`src/rtl/tx_desc_dma.sv`:
```
module tx_desc_dma #(
  parameter int AW = 32,
  parameter int CW = 12
) (
  input  logic          clk,
  input  logic          rst_n,
  input  logic          start_set,
  input  logic          ptr_wr,
  input  logic [AW-1:0] ptr_wdata,
  input  logic [CW-1:0] fifo_free,
  input  logic [CW-1:0] fill_thresh,
  input  logic          rd_vld,
  input  logic [31:0]   rd_word,
  input  logic          bus_done,
  output logic          bus_req,
  output logic [AW-1:0] bus_addr,
  output logic [CW-1:0] bus_len,
  output logic          bus_wr,
  output logic [15:0]   bus_wdata,
  output logic          handle_wr,
  output logic [AW-1:0] handle_data,
  output logic          idle_irq,
  output logic          cmd_busy,
  output logic [AW-1:0] cur_ptr
);
  localparam logic [CW-1:0] DESC_BYTES = CW'(12);
  localparam logic [CW-1:0] LINK_BYTES = CW'(4);
  localparam logic [CW-1:0] WB_BYTES   = CW'(2);
  localparam logic [AW-1:0] WB_OFFSET  = AW'(6);
  localparam int OWN_B  = 31;
  localparam int MORE_B = 30;

  typedef enum logic [2:0] {
    S_IDLE = 3'd0, S_REFR = 3'd1, S_DREAD = 3'd2, S_FBLK = 3'd3,
    S_FREAD = 3'd4, S_DWR = 3'd5, S_ADV = 3'd6
  } st_t;

  st_t           st;
  logic          ddone;
  logic [AW-1:0] link_c, buf_c, fptr;
  logic [31:0]   cs_c;
  logic [CW-1:0] remain;
  logic [1:0]    widx;

  wire [CW-1:0] chunk = (fifo_free < remain) ? fifo_free : remain;
  wire          room  = fifo_free > fill_thresh;
  wire          unused_cs = ^cs_c[15:12];

  always_ff @(posedge clk) begin
    if (!rst_n) begin
      st <= S_IDLE; ddone <= 1'b0; cmd_busy <= 1'b0; cur_ptr <= '0;
      link_c <= '0; buf_c <= '0; fptr <= '0; cs_c <= '0; remain <= '0; widx <= '0;
      bus_req <= 1'b0; bus_addr <= '0; bus_len <= '0; bus_wr <= 1'b0; bus_wdata <= '0;
      handle_wr <= 1'b0; handle_data <= '0; idle_irq <= 1'b0;
    end else begin
      bus_req   <= 1'b0;
      handle_wr <= 1'b0;
      idle_irq  <= 1'b0;
      if (start_set) cmd_busy <= 1'b1;
      if (ptr_wr) begin
        cur_ptr <= ptr_wdata;
        ddone   <= 1'b0;
      end
      if (rd_vld) begin
        case (widx)
          2'd0:    link_c <= rd_word[AW-1:0];
          2'd1:    cs_c   <= rd_word;
          default: buf_c  <= rd_word[AW-1:0];
        endcase
        widx <= widx + 2'd1;
      end
      case (st)
        S_IDLE: if (cmd_busy) begin
          bus_req  <= 1'b1;
          bus_addr <= cur_ptr;
          bus_wr   <= 1'b0;
          widx     <= '0;
          if (ddone) begin
            bus_len <= LINK_BYTES;
            st      <= S_REFR;
          end else begin
            bus_len <= DESC_BYTES;
            st      <= S_DREAD;
          end
        end
        S_REFR: if (bus_done) st <= S_ADV;
        S_DREAD: if (bus_done) begin
          if (cs_c[OWN_B]) begin
            remain <= CW'(cs_c[11:0]);
            fptr   <= buf_c;
            st     <= S_FBLK;
          end else begin
            idle_irq <= 1'b1;
            if (!start_set) cmd_busy <= 1'b0;
            st <= S_IDLE;
          end
        end
        S_FBLK: begin
          if (remain == '0) begin
            if (cs_c[MORE_B]) begin
              bus_req   <= 1'b1;
              bus_addr  <= cur_ptr + WB_OFFSET;
              bus_len   <= WB_BYTES;
              bus_wr    <= 1'b1;
              bus_wdata <= {1'b0, cs_c[30:16]};
              st        <= S_DWR;
            end else begin
              handle_wr   <= 1'b1;
              handle_data <= cur_ptr;
              st          <= S_ADV;
            end
          end else if (room) begin
            bus_req  <= 1'b1;
            bus_addr <= fptr;
            bus_len  <= chunk;
            bus_wr   <= 1'b0;
            remain   <= remain - chunk;
            fptr     <= fptr + AW'(chunk);
            st       <= S_FREAD;
          end
        end
        S_FREAD: if (bus_done) st <= S_FBLK;
        S_DWR:   if (bus_done) st <= S_ADV;
        S_ADV: begin
          if (link_c != '0) begin
            cur_ptr  <= link_c;
            ddone    <= 1'b0;
            bus_req  <= 1'b1;
            bus_addr <= link_c;
            bus_len  <= DESC_BYTES;
            bus_wr   <= 1'b0;
            widx     <= '0;
            st       <= S_DREAD;
          end else begin
            if (!ptr_wr) ddone <= 1'b1;
            idle_irq <= 1'b1;
            if (!start_set) cmd_busy <= 1'b0;
            st <= S_IDLE;
          end
        end
        default: st <= S_IDLE;
      endcase
    end
  end
endmodule

```
`config.mk`:
```
export PLATFORM = sky130hd
export DESIGN_NAME = tx_desc_dma
export DESIGN_NICKNAME = d
export VERILOG_FILES = /design/src/rtl/tx_desc_dma.sv
export SDC_FILE = /design/constraint.sdc
export NUM_CORES = 1
export LEC_CHECK = 0
export ABC_CLOCK_PERIOD_IN_PS = 5550
export BUFFER_PORTS_ARGS = -buffer_cell sky130_fd_sc_hd__buf_2
export CAP_MARGIN = 30
export CELL_PAD_IN_SITES_DETAIL_PLACEMENT = 0
export CELL_PAD_IN_SITES_GLOBAL_PLACEMENT = 2
export CORE_AREA = 2 2 207 209
export DETAILED_ROUTE_END_ITERATION = 8
export DIE_AREA = 0 0 209 211
export HOLD_SLACK_MARGIN = 0.03
export PLACE_DENSITY_LB_ADDON = 0.1
export REMOVE_ABC_BUFFERS = 1
export SLEW_MARGIN = 40
export SYNTH_ARGS = -nofsm -noshare
export SYNTH_HDL_FRONTEND = slang
export SYNTH_SLANG_ARGS = --single-unit
export TNS_END_PERCENT = 10
```
`constraint.sdc`:
```
create_clock -name clk -period 5.55 [get_ports clk]
set_input_delay 1.11 -clock clk [delete_from_list [all_inputs] [get_ports clk]]
set_output_delay 1.11 -clock clk [all_outputs]
set_load 0.005 [all_outputs]
```
[Word-level counts from Yosys, hierarchy flattened]
Cells that the tools add are included.
W data, S select, Z words.
Cells by class
  bitwise gates (word level): 2
  mux-type cells: 69
  eq/ne operators: 17
  magnitude comparators: 2
  reductions and logical operators: 17
  add/subtract/negate cells: 4
Operators with widths (number)
  $mux W32: 12
  $mux W12: 10
  $pmux W32 S3: 1
  $pmux W32 S2: 1
  $pmux W12 S3: 1
  $add A32 B12 Y32: 1
  $add A32 B3 Y32 const B: 1
  $reduce_bool A32 Y1: 1
  $pmux W12 S2: 1
  $mux W1: 23
  $mux W3: 6
  $pmux W3 S6: 1
  $reduce_and A5 Y1: 3
  $mux W2: 7
  $ne A2 B2 Y1 const B: 7
  $gt A12 B12 Y1: 1
  $logic_not A12 Y1: 1
  $lt A12 B12 Y1: 1
  $sub A12 B12 Y12: 1
  $eq A3 B3 Y1 const B: 3
  $reduce_and A3 Y1: 3
  $eq A3 B2 Y1 const B: 2
  $ne A3 B3 Y1 const B: 2
  $pmux W1 S3: 2
  other kinds (14): 19
Storage, ports and cells
  logic and storage cells: 129
  flip-flop bits (word level): 274
  bits of input ports: 94

[Depth between registers and ports, before layout]
Gate-level depths: netlist of the first run.
  word-level depth: 6
  depth in mapped cells: 20
  depth with buffers taken out: 18

[Least setup slack after synthesis of the first run]
No wires, ideal clock.
  path kind: input to register
  start point: input fifo_free[7]
  end point: register fptr[18]
  data arrival time: 4.874 ns
  stages: 19
  library setup time: 0.060 ns
  slack: 0.615 ns
  data required time: 5.490 ns
  path buffers: 2
  path through: ha_1 > and3_1 > a211oi_1 > o21ai_1 > o21ai_0 > clkbuf_1 > nand3_1 > nand2_1 > ha_1 > inv_1 > fa_1 > nand2b_1 > a211oi_2 > nor3_1 > o41ai_2 > buf_2 > nand2_1 > o31ai_1 > o2111a_1
Between the ends
  cells in the longest elaborated chain, start to end: 6
Ends and longest elaborated chain
  start, declared: RTL line 10  | input logic [CW-1:0] fifo_free,
  $lt A12 B12 Y1: RTL line 45  | wire [CW-1:0] chunk = (fifo_free < remain) ? fifo_free : remain;
  $mux W12: RTL line 45
  $add A32 B12 Y32: RTL line 118  | fptr <= fptr + AW'(chunk);
  $mux W32: RTL line 112  | end else if (room) begin
  $mux W32: RTL line 99  | if (remain == '0) begin
  $pmux W32 S2: RTL line 72  | case (st)
  end signal, assigned: RTL line 90  | fptr <= buf_c;
  end signal, assigned: RTL line 118
  end, declared: RTL line 40  | logic [AW-1:0] link_c, buf_c, fptr;
Parallel ways exist; a longest one is shown, timed or not. The select of a mux whose other input is x is not followed.
A chain may end at the register's enable or synchronous reset.

[Worst setup path in the final report of the first run]
  start point: input fifo_free[9]
  end point: register fptr[22]
The elaborated chain is that of the path after synthesis.

==> results of run 1 <==
-- worst max-delay path by stage --
stage | start | end | depth (start not counted)
6_report | fifo_free[9] | fptr[22]$_SDFFE_PN0P_ | 18
3_3_place_gp | fifo_free[9] | fptr[22]$_SDFFE_PN0P_ | 18
3_5_place_dp | fifo_free[9] | fptr[22]$_SDFFE_PN0P_ | 18
5_1_grt | fifo_free[7] | fptr[22]$_SDFFE_PN0P_ | 19
2_1_floorplan | fifo_free[7] | fptr[22]$_SDFFE_PN0P_ | 17
4_1_cts | fifo_free[9] | fptr[22]$_SDFFE_PN0P_ | 18
-- area by class of cell --
class,count,area (sq um),share of cell area
Clock buffer,47,982.2,0.05995
Clock inverter,13,205.2,0.01252
Inverter,53,203.9,0.01245
Multi-Input combinational cell,1340,7572,0.4622
Sequential cell,270,5405,0.3299
Tap cell,539,674.4,0.04116
Timing Repair Buffer,247,1341,0.08186
-- metrics by stage --
stage / std cells / power [W]
3_3_place_gp: 2449 / 0.002688
3_5_place_dp: 2449 / 0.002690
5_1_grt: 2509 / 0.005262
2_1_floorplan: 1663 / 0.002423
6_report: 2509 / 0.005032
4_1_cts: 2509 / 0.005106
-- worst max-delay path: stages --
cell,delay (ns)
sky130_fd_sc_hd__buf_2,0.12
sky130_fd_sc_hd__ha_1,0.28
sky130_fd_sc_hd__and4_1,0.21
sky130_fd_sc_hd__nand4_1,0.10
sky130_fd_sc_hd__o21ai_1,0.16
sky130_fd_sc_hd__o21a_1,0.39
sky130_fd_sc_hd__nor2_1,0.13
sky130_fd_sc_hd__o21ai_0,0.26
sky130_fd_sc_hd__inv_1,0.16
sky130_fd_sc_hd__fa_1,0.45
sky130_fd_sc_hd__nand2b_1,0.22
sky130_fd_sc_hd__a211oi_2,0.27
sky130_fd_sc_hd__nor3_1,0.11
sky130_fd_sc_hd__o41ai_2,0.23
sky130_fd_sc_hd__buf_4,0.26
sky130_fd_sc_hd__nand3_1,0.15
sky130_fd_sc_hd__o311a_1,0.32
sky130_fd_sc_hd__a311oi_1,0.23
-- power by group through the flow --
stage | clock, W | sequential [W] | combinational [W]
2_1_floorplan | 0 | 0.00212 | 0.000304
3_3_place_gp | 0 | 0.00215 | 0.000542
3_5_place_dp | 0 | 0.00215 | 0.000541
4_1_cts | 0.00246 | 0.00211 | 0.000544
5_1_grt | 0.00254 | 0.00212 | 0.000606
6_report | 0.00238 | 0.00211 | 0.000540
-- sequential cells by signal (all words and copies together), names as in the netlist --
register / count
fptr: 32
cur_ptr: 32
widx: 2
bus_len: 12
bus_wdata: 15
handle_wr: 1
cs_c: 28
buf_c: 32
bus_wr: 1
link_c: 32
handle_data: 32
bus_addr: 32
idle_irq: 1
ddone: 1
remain: 12
cmd_busy: 1
st: 3
bus_req: 1
-- placed cells by master (no fill, tap or decap), types with 15 or more instances in the layout --
| master | count |
|---|---|
| sky130_fd_sc_hd__buf_2 | 220 |
| sky130_fd_sc_hd__nor2_1 | 122 |
| sky130_fd_sc_hd__nor3_1 | 22 |
| sky130_fd_sc_hd__nand3_1 | 39 |
| sky130_fd_sc_hd__o21ai_0 | 85 |
| sky130_fd_sc_hd__inv_1 | 52 |
| sky130_fd_sc_hd__mux2i_1 | 29 |
| sky130_fd_sc_hd__nand2_1 | 399 |
| sky130_fd_sc_hd__xnor2_1 | 24 |
| sky130_fd_sc_hd__buf_4 | 24 |
| sky130_fd_sc_hd__and3_1 | 16 |
| sky130_fd_sc_hd__a31oi_1 | 23 |
| sky130_fd_sc_hd__o21a_1 | 18 |
| sky130_fd_sc_hd__a211oi_1 | 25 |
| sky130_fd_sc_hd__a222oi_1 | 15 |
| sky130_fd_sc_hd__clkbuf_16 | 36 |
| sky130_fd_sc_hd__nand4_1 | 23 |
| sky130_fd_sc_hd__a21oi_1 | 252 |
| sky130_fd_sc_hd__ha_1 | 49 |
| sky130_fd_sc_hd__and2_1 | 16 |
| sky130_fd_sc_hd__dfxtp_1 | 270 |
-- layer usage --
layer | part of all wire | up-vias | global-route usage
li1 | - | 6623 | -
met1 | 0.50 | 6486 | 0.3524
met5 | 0 | - | 0
met3 | 0.061 | 59 | 0.04505
met2 | 0.42 | 403 | 0.3531
met4 | 0.021 | 0 | 0.05985
-- cells by family after synthesis --
group | count (synthesis)
muxes | 35
AOI/OAI and AO/OA | 528
DFF | 270
buffers and inverters | 184
and+or+nand+nor | 693
other | 1
xor gates and xnor gates | 32
adders and majority gates | 51
==> results, run 1 <==
- Sorting the synthesized cells by how often they occur yields sky130_fd_sc_hd__nand2_1 (399), sky130_fd_sc_hd__dfxtp_1 (270), sky130_fd_sc_hd__a21oi_1 (252).
- The net switching power is 0.001335 W.
- Of the total power, the share spent switching nets is 0.2653.
- Measured against the total synthesized area, the mux share comes to 0.02614.
- The run finished with clean final reports.
- The count of buffers added on input and output ports is 221.
- The post-detailed-route DRC marker count is 0.
- The internal power contribution is 0.003697 W.
- In this run the tightest slew margin relative to its limit is 0.4441.
- At the later pin of the worst-skew pair, clock insertion delay measures 0.55 ns.
- The leakage power total is 6.542 nW.
- The clock-pin slew on the worst setup and hold paths is 0.06 ns.
- The worst reg2reg path startpoint is remain[5]$_SDFFE_PN0P_.
- The final total negative setup slack is 0 ns.
- The aggregate routed wire length is 52,590 um.
- The measured slew at the worst slew-check pin is 0.8338 ns.
- The number of flops mapped to enable cells by yosys is 0.
- The number of search-and-repair iterations in the first detailed-routing pass is 8.
- The core region is 41,760 sq um.
- The path class of the tightest hold or removal check is flop to flop.
- The final cycle utilization of the critical path is 0.8471.
- The number of gates resized after CTS was 0.
- The tree is rooted in a sky130_fd_sc_hd__clkbuf_16.
- 0 antenna diodes ended up in the layout.
- The share of total power dissipated in sequential elements is 0.419.
- Timing analysis after detailed placement gives a worst setup slack of 0.3198 ns.
- Across the run, the number of max-cap violations was 0.
- CTS saw 270 sinks.
- The element type at the critical path end is a flop.
- Yosys mapped the design onto 81 distinct sky130hd cell types.
- The initial cell density of the core is 0.3278.
- After synthesis, the mean cell area works out to 7.630 sq um.
- The startpoint type of the worst setup path is a primary input.
- Entering global routing, the biggest net connects 95 pins.
- The layout has 4,420 filler cells.
- The I/O pin count is 223.
- For the finished layout, the period the worst path requires is 4.702 ns.
- The first global-routing pass estimated 80,500 um of wire.
- The cell count of the worst reg-to-reg path is 18.
- Of the total synthesized cell area, the portion taken by AND, OR, NAND and NOR gates is 0.2191.
- In the final layout, the share of cells above drive strength 1 is 0.1680.
- The number of warnings printed during yosys synthesis is 0.
- The post-detailed-route via-to-cell ratio is 5.409.
- Post-CTS timing repair inserted 0 buffers for setup.
- The synthesized instance count is 1,794.
- The placed standard-cell area is 15,200 sq um.
- The clock network fraction of total power is 0.474.
- The cell with the most instances after synthesis is sky130_fd_sc_hd__nand2_1.
- For this run, the share of the core covered by cells in the final layout is 0.3924.
- Based on the critical path, the design can be clocked at up to 212.7 MHz.
- The startpoint identified for the worst hold timing path is cs_c[29]$_SDFFE_PN0P_.
- The final count of hold timing violations is 0.
- The average wire per standard cell is 20.96 um.
- The largest buffer count on any clock path is 3.
- The power density over cell area is 307.1 nW/um^2.
- The area growth from synthesis to layout is 19.70%.
- The number of pins with negative max-slew slack in the final report is 0.
- The worst setup slack for register-to-register paths is 1.03 ns.
- The kind of critical path is primary input to flop.
- In this run the number of H-tree levels came out at 2.
- Of all cell types, the one taking the most synthesized area is sky130_fd_sc_hd__dfxtp_1.
- The final count of negative-setup-slack endpoints is 0.
- The number of global-route vias before repair is 12,780.
- The synthesized design contains 270 register bits.
- The number of nets still failing antenna checks after routing is 0.
- The register area share after synthesis is 0.3949.
- The combinational fraction of design power is 0.107.
- Of the total synthesized cell area, the portion taken by XOR and XNOR cells is 0.02048.
- By area the synthesized netlist is led by sky130_fd_sc_hd__dfxtp_1 (39%), sky130_fd_sc_hd__nand2_1 (11%), sky130_fd_sc_hd__a21oi_1 (9.2%).
- On the final layout, the worst hold slack is 0.4482 ns.
- The share of flip-flops with an asynchronous set or reset after synthesis is 0.
- The congestion estimate from routability-driven global placement came to 0.8505.
- Setup slack on the critical path of the routed design comes to 0.8484 ns.
- For the worst setup path, the data required time is 6.01 ns.
- The clock buffer count from CTS is 35.
- The sink of the worst hold path is bus_wdata[13]$_SDFFE_PN0P_.
- The maximum net fanout on the critical path is 14.
- By area, the combinational part of the netlist is dominated by compound AO/OA/AOI/OAI gates.
- The maximum resistive drop on vdd is 185.7 uV.
- The count of cells along the worst hold path is 2.
- Of the total synthesized cell area, the portion taken by full adders, half adders and majority gates is 0.04771.
- The HPWL after detailed placement is 36,680 um.
- The first routing iteration left 1,063 violations.
- The number of buffers inserted by hold repair at cts is 0.
- The arrival time at the worst endpoint is 5.17 ns.
- The full die area is 44,100 sq um.
- The fraction of the mapped netlist area in compound gates came to 0.2378.
- Row generation in the floorplan step produced 75 rows.
- TritonCTS built the clock tree.
- The reg-to-reg endpoint is fptr[22]$_SDFFE_PN0P_.
- The area share of the largest cell type after synthesis is 0.3949.
- The number of antenna violations at the first check in global routing is 0.
- After the last flow step, the layout net total stands at 2,092.
- Across every metal layer, demand over resource in global routing totals 0.2382.
- Once layout is done, the placed cells without fillers occupy 16,380 sq um.
- The total overflow left after global routing is 0.
- Across the routed clock network, the largest skew measured is 0.01803 ns.
- The commonest register cell after synthesis is sky130_fd_sc_hd__dfxtp_1.
- The die outline height is 211 um.
- The final route contains 13,570 vias.
- Setup repair after global routing left no endpoint under its margin.
- The width of the die is 209 um.
- In this run the cell area of the synthesized design comes to 13,690 sq um.
(Power assumes the default switching activity.)
==> inputs of run 2 (changes only) <==
ABC_CLOCK_PERIOD_IN_PS = 4200   (was 5550)
CORE_AREA = 2 2 221 223   (was 2 2 207 209)
DIE_AREA = 0 0 223 225   (was 0 0 209 211)
clock period = 4.2 ns   (was 5.55 ns; I/O delays follow)
==> results, run 2 (same netlist as run 1, synthesis figures left out) <==
- The flow ran to the end, and the final reports show no timing, DRC or antenna violations.
- The area growth from synthesis to final layout is 27.12%.
- For this design the ratio of total power to cell area is 371.2 nW/um^2.
- The layer with the highest usage is met2.
- The min-delay analysis places its worst path in the category flop to flop.
- The full die area is 50,180 sq um.
- After detailed routing, the number of vias per cell comes to 5.187.
- The critical path is of the flop to flop type.
- The first global-routing pass estimated 83,810 um of wire.
- CTS built an H-tree with a depth of 2.
- In the layout the commonest cells are sky130_fd_sc_hd__nand2_1 (390), sky130_fd_sc_hd__dfxtp_1 (268), sky130_fd_sc_hd__a21oi_1 (250).
- The setup check on the worst reg-to-reg path leaves a slack of 0.13 ns.
- The later pin in the worst-skew pair is clocked with a latency of 0.54 ns.
- On the critical path, the stage with the largest delay is an instance of sky130_fd_sc_hd__dfxtp_2.
- The first detailed-routing pass ran for 6 iterations.
- The met2 demand-to-capacity share in global routing is 0.3380.
- TritonCTS built the clock tree.
- After the first detailed-routing iteration, the DRC count stood at 1,029.
- After routing the design area is 17,400 sq um.
- The number of vias in the routed layout is 13,920.
- The clock root buffer is sky130_fd_sc_hd__clkbuf_16.
- For this run the aggregate overflow at the end of global routing stands at 0.
- The measured slew at the worst slew-check pin is 0.8477 ns.
- The clock-pin slew on the worst setup and hold paths is 0.06 ns.
- For the finished layout, the period the worst path requires is 4.066 ns.
- Together, buffers and inverters on the worst path number 8.
- Leaving out filler cells and counting taps, the final layout contains 2,683.
- The final count of negative-setup-slack endpoints is 0.
- Fill cells in the final layout number 5,121.
- The average wire per standard cell is 21.01 um.
- For this run, the total global-route usage over all layers was measured as 0.2193.
- Data on the critical path is required at its endpoint by 4.66 ns.
- The final count of hold timing violations is 0.
- The startpoint type of the worst setup path is a flop.
- The clock net in this run drives a total of 270 sinks.
- The post-placement worst setup slack is -0.5940 ns.
- For this run, global-route usage on met1 was measured as 0.3203.
- For the final database, setup skew stands at 0.01723 ns.
- Once detail routing completed, the nets flagged for antenna violations numbered 0.
- The clock buffer count from CTS is 35.
- The maximum resistive drop on vdd is 193.5 uV.
- The most common cell after layout, fill and taps aside is sky130_fd_sc_hd__nand2_1.
- The width of the die is 223 um.
- The headroom to the max-slew limit is 0.4349.
- In this run the cell area measured after placement is 16,000 sq um.
- The post-detailed-route DRC marker count is 0.
- The arrival time at the worst endpoint is 4.52 ns.
- In this design, the stage delay of the slowest critical-path cell is 0.35 ns.
- STA classifies the critical path endpoint as a flop.
- The worst setup slack after layout is 0.1336 ns.
- The multi-input combinational cells in the finished layout cover a total of 7845 sq um.
- The wire-length estimate of the detail-placed layout is 39,920 um.
- Setup repair after global routing could not meet its margin everywhere.
- For this configuration, the core starts out at a cell density of 0.2879.
- For this design the static power due to leakage is 7.005 nW.
- The die outline height is 225 um.
- The pin count of the biggest net entering global routing is 93.
- The placed instance count is 2,617.
- The maximum operating frequency is 245.9 MHz.
- Walking the worst path, the cells encountered are inv_1 -> ha_1 -> and4_4 -> buf_4 -> nand4_1 -> o21ai_2 -> o21a_1 -> o21ai_2 -> nand2_2 -> buf_4 -> buf_4 -> ha_1 -> inv_1 -> fa_2 -> a21oi_2 -> o211ai_1 -> buf_4 -> o41ai_4 -> buf_4 -> buf_4 -> xnor2_1 -> nand2_1 -> a221oi_2.
- Routability-driven placement finished with a final weighted congestion of 0.8541.
- The kind of cell with the highest combined delay along the critical path is compound AO/OA/AOI/OAI gates.
- The number of antenna violations at the first check in global routing was 1.
- The routed design has 56,370 um of wire.
- The tool flagged a number of max-cap violations equal to 0.
- Along the worst path, the maximum fanout reaches 4.
- The core region is 47,550 sq um.
- The final cycle utilization of the critical path is 0.9682.
- The count of buffers added on input and output ports is 221.
- The I/O pin count is 223.
- In the final design database the tool counted 2,191 nets.
- By instance count, the cell type seen most on the critical path is sky130_fd_sc_hd__buf_4.
- The number of antenna diodes in the final layout is 0.
- The number of global-route vias before repair is 13,290.
- The largest buffer count on any clock path is 3.
- In the final layout, the share of cells above drive strength 1 is 0.2282.
- The combined flip-flop and latch cell area is 5408 sq um.
- In the global route stage, met3 resource usage came out at 0.03611.
- The initialized floorplan defines 80 standard-cell rows.
- The number of pins with negative max-slew slack in the final report came to 0.
==> run 2: changes by cell type in the layout (fill, tap and decap cells not counted), sizes merged <==
cell	before	now
buf	247	346
bufinv	5	0
clkbuf	47	51
clkinv	7	6
clkinvlp	0	1
==> run 2: area by class of cell <==
| class | instances | area share |
|---|---|---|
| tap | 615 | 0.04422 |
| clock buffer | 51 | 0.05896 |
| sequential | 270 | 0.3108 |
| timing repair buffer | 346 | 0.1208 |
| multi-input combinational | 1340 | 0.4509 |
| clock inverter | 8 | 0.002661 |
| inverter | 53 | 0.01172 |
==> run 2: path summary, 6_finish.rpt <==
kind / from / end / depth (start not counted)
worst max-delay path: remain[9]$_SDFFE_PN0P_ / remain[8]$_SDFFE_PN0P_ / 23
worst min-delay path: handle_data[7]$_SDFFE_PN0P_ / handle_data[7]$_SDFFE_PN0P_ / 2
worst max register to register: remain[9]$_SDFFE_PN0P_ / remain[8]$_SDFFE_PN0P_ / 23
worst min register to register: handle_data[7]$_SDFFE_PN0P_ / handle_data[7]$_SDFFE_PN0P_ / 2
==> run 2: through the flow <==
| step | utilization | hold WS (ns) | power [W] | TNS, ns |
|---|---|---|---|---|
| floorplan | - | 0.4319 | 0.003202 | -110.42 |
| global placement | 0.3364 | 0.4365 | 0.003612 | -9.940 |
| detailed placement | 0.3364 | 0.4431 | 0.003615 | -10.86 |
| CTS | 0.3598 | 0.4512 | 0.006538 | 0 |
| global route | 0.3660 | 0.4626 | 0.006748 | -0.1477 |
| finish | 0.3660 | 0.4488 | 0.006459 | 0 |
==> run 2: layer usage <==
| metal | vias up | wire, um |
|---|---|---|
| li1 | 6820 | - |
| met1 | 6671 | 28020 |
| met2 | 371 | 24260 |
| met3 | 53 | 3036 |
| met4 | 2 | 1052 |
| met5 | - | 7 |
==> run 2: timing repair <==
action,CTS,global route
buffers inserted,3,3
pin swaps,3,15
hold buffers,0,0
resized for setup,5,57
gates cloned,0,1
endpoints found under the setup margin,6,25
==> run 2: worst min-delay path, delay by kind of cell (launching register included) <==
| family | cells | cell delay, ns |
|---|---|---|
| AO/OA/AOI/OAI | 1 | 0.05 |
| flip-flops | 1 | 0.30 |
| AND/OR/NAND/NOR | 1 | 0.05 |
==> run 2: power breakdown <==
group | switching [W] | leakage [nW] | total (W) | internal (W)
sequential | 0.000118 | 2.20 | 0.00279 | 0.00267
combinational | 0.000476 | 4.28 | 0.000800 | 0.000324
clock | 0.00119 | 0.532 | 0.00287 | 0.00169
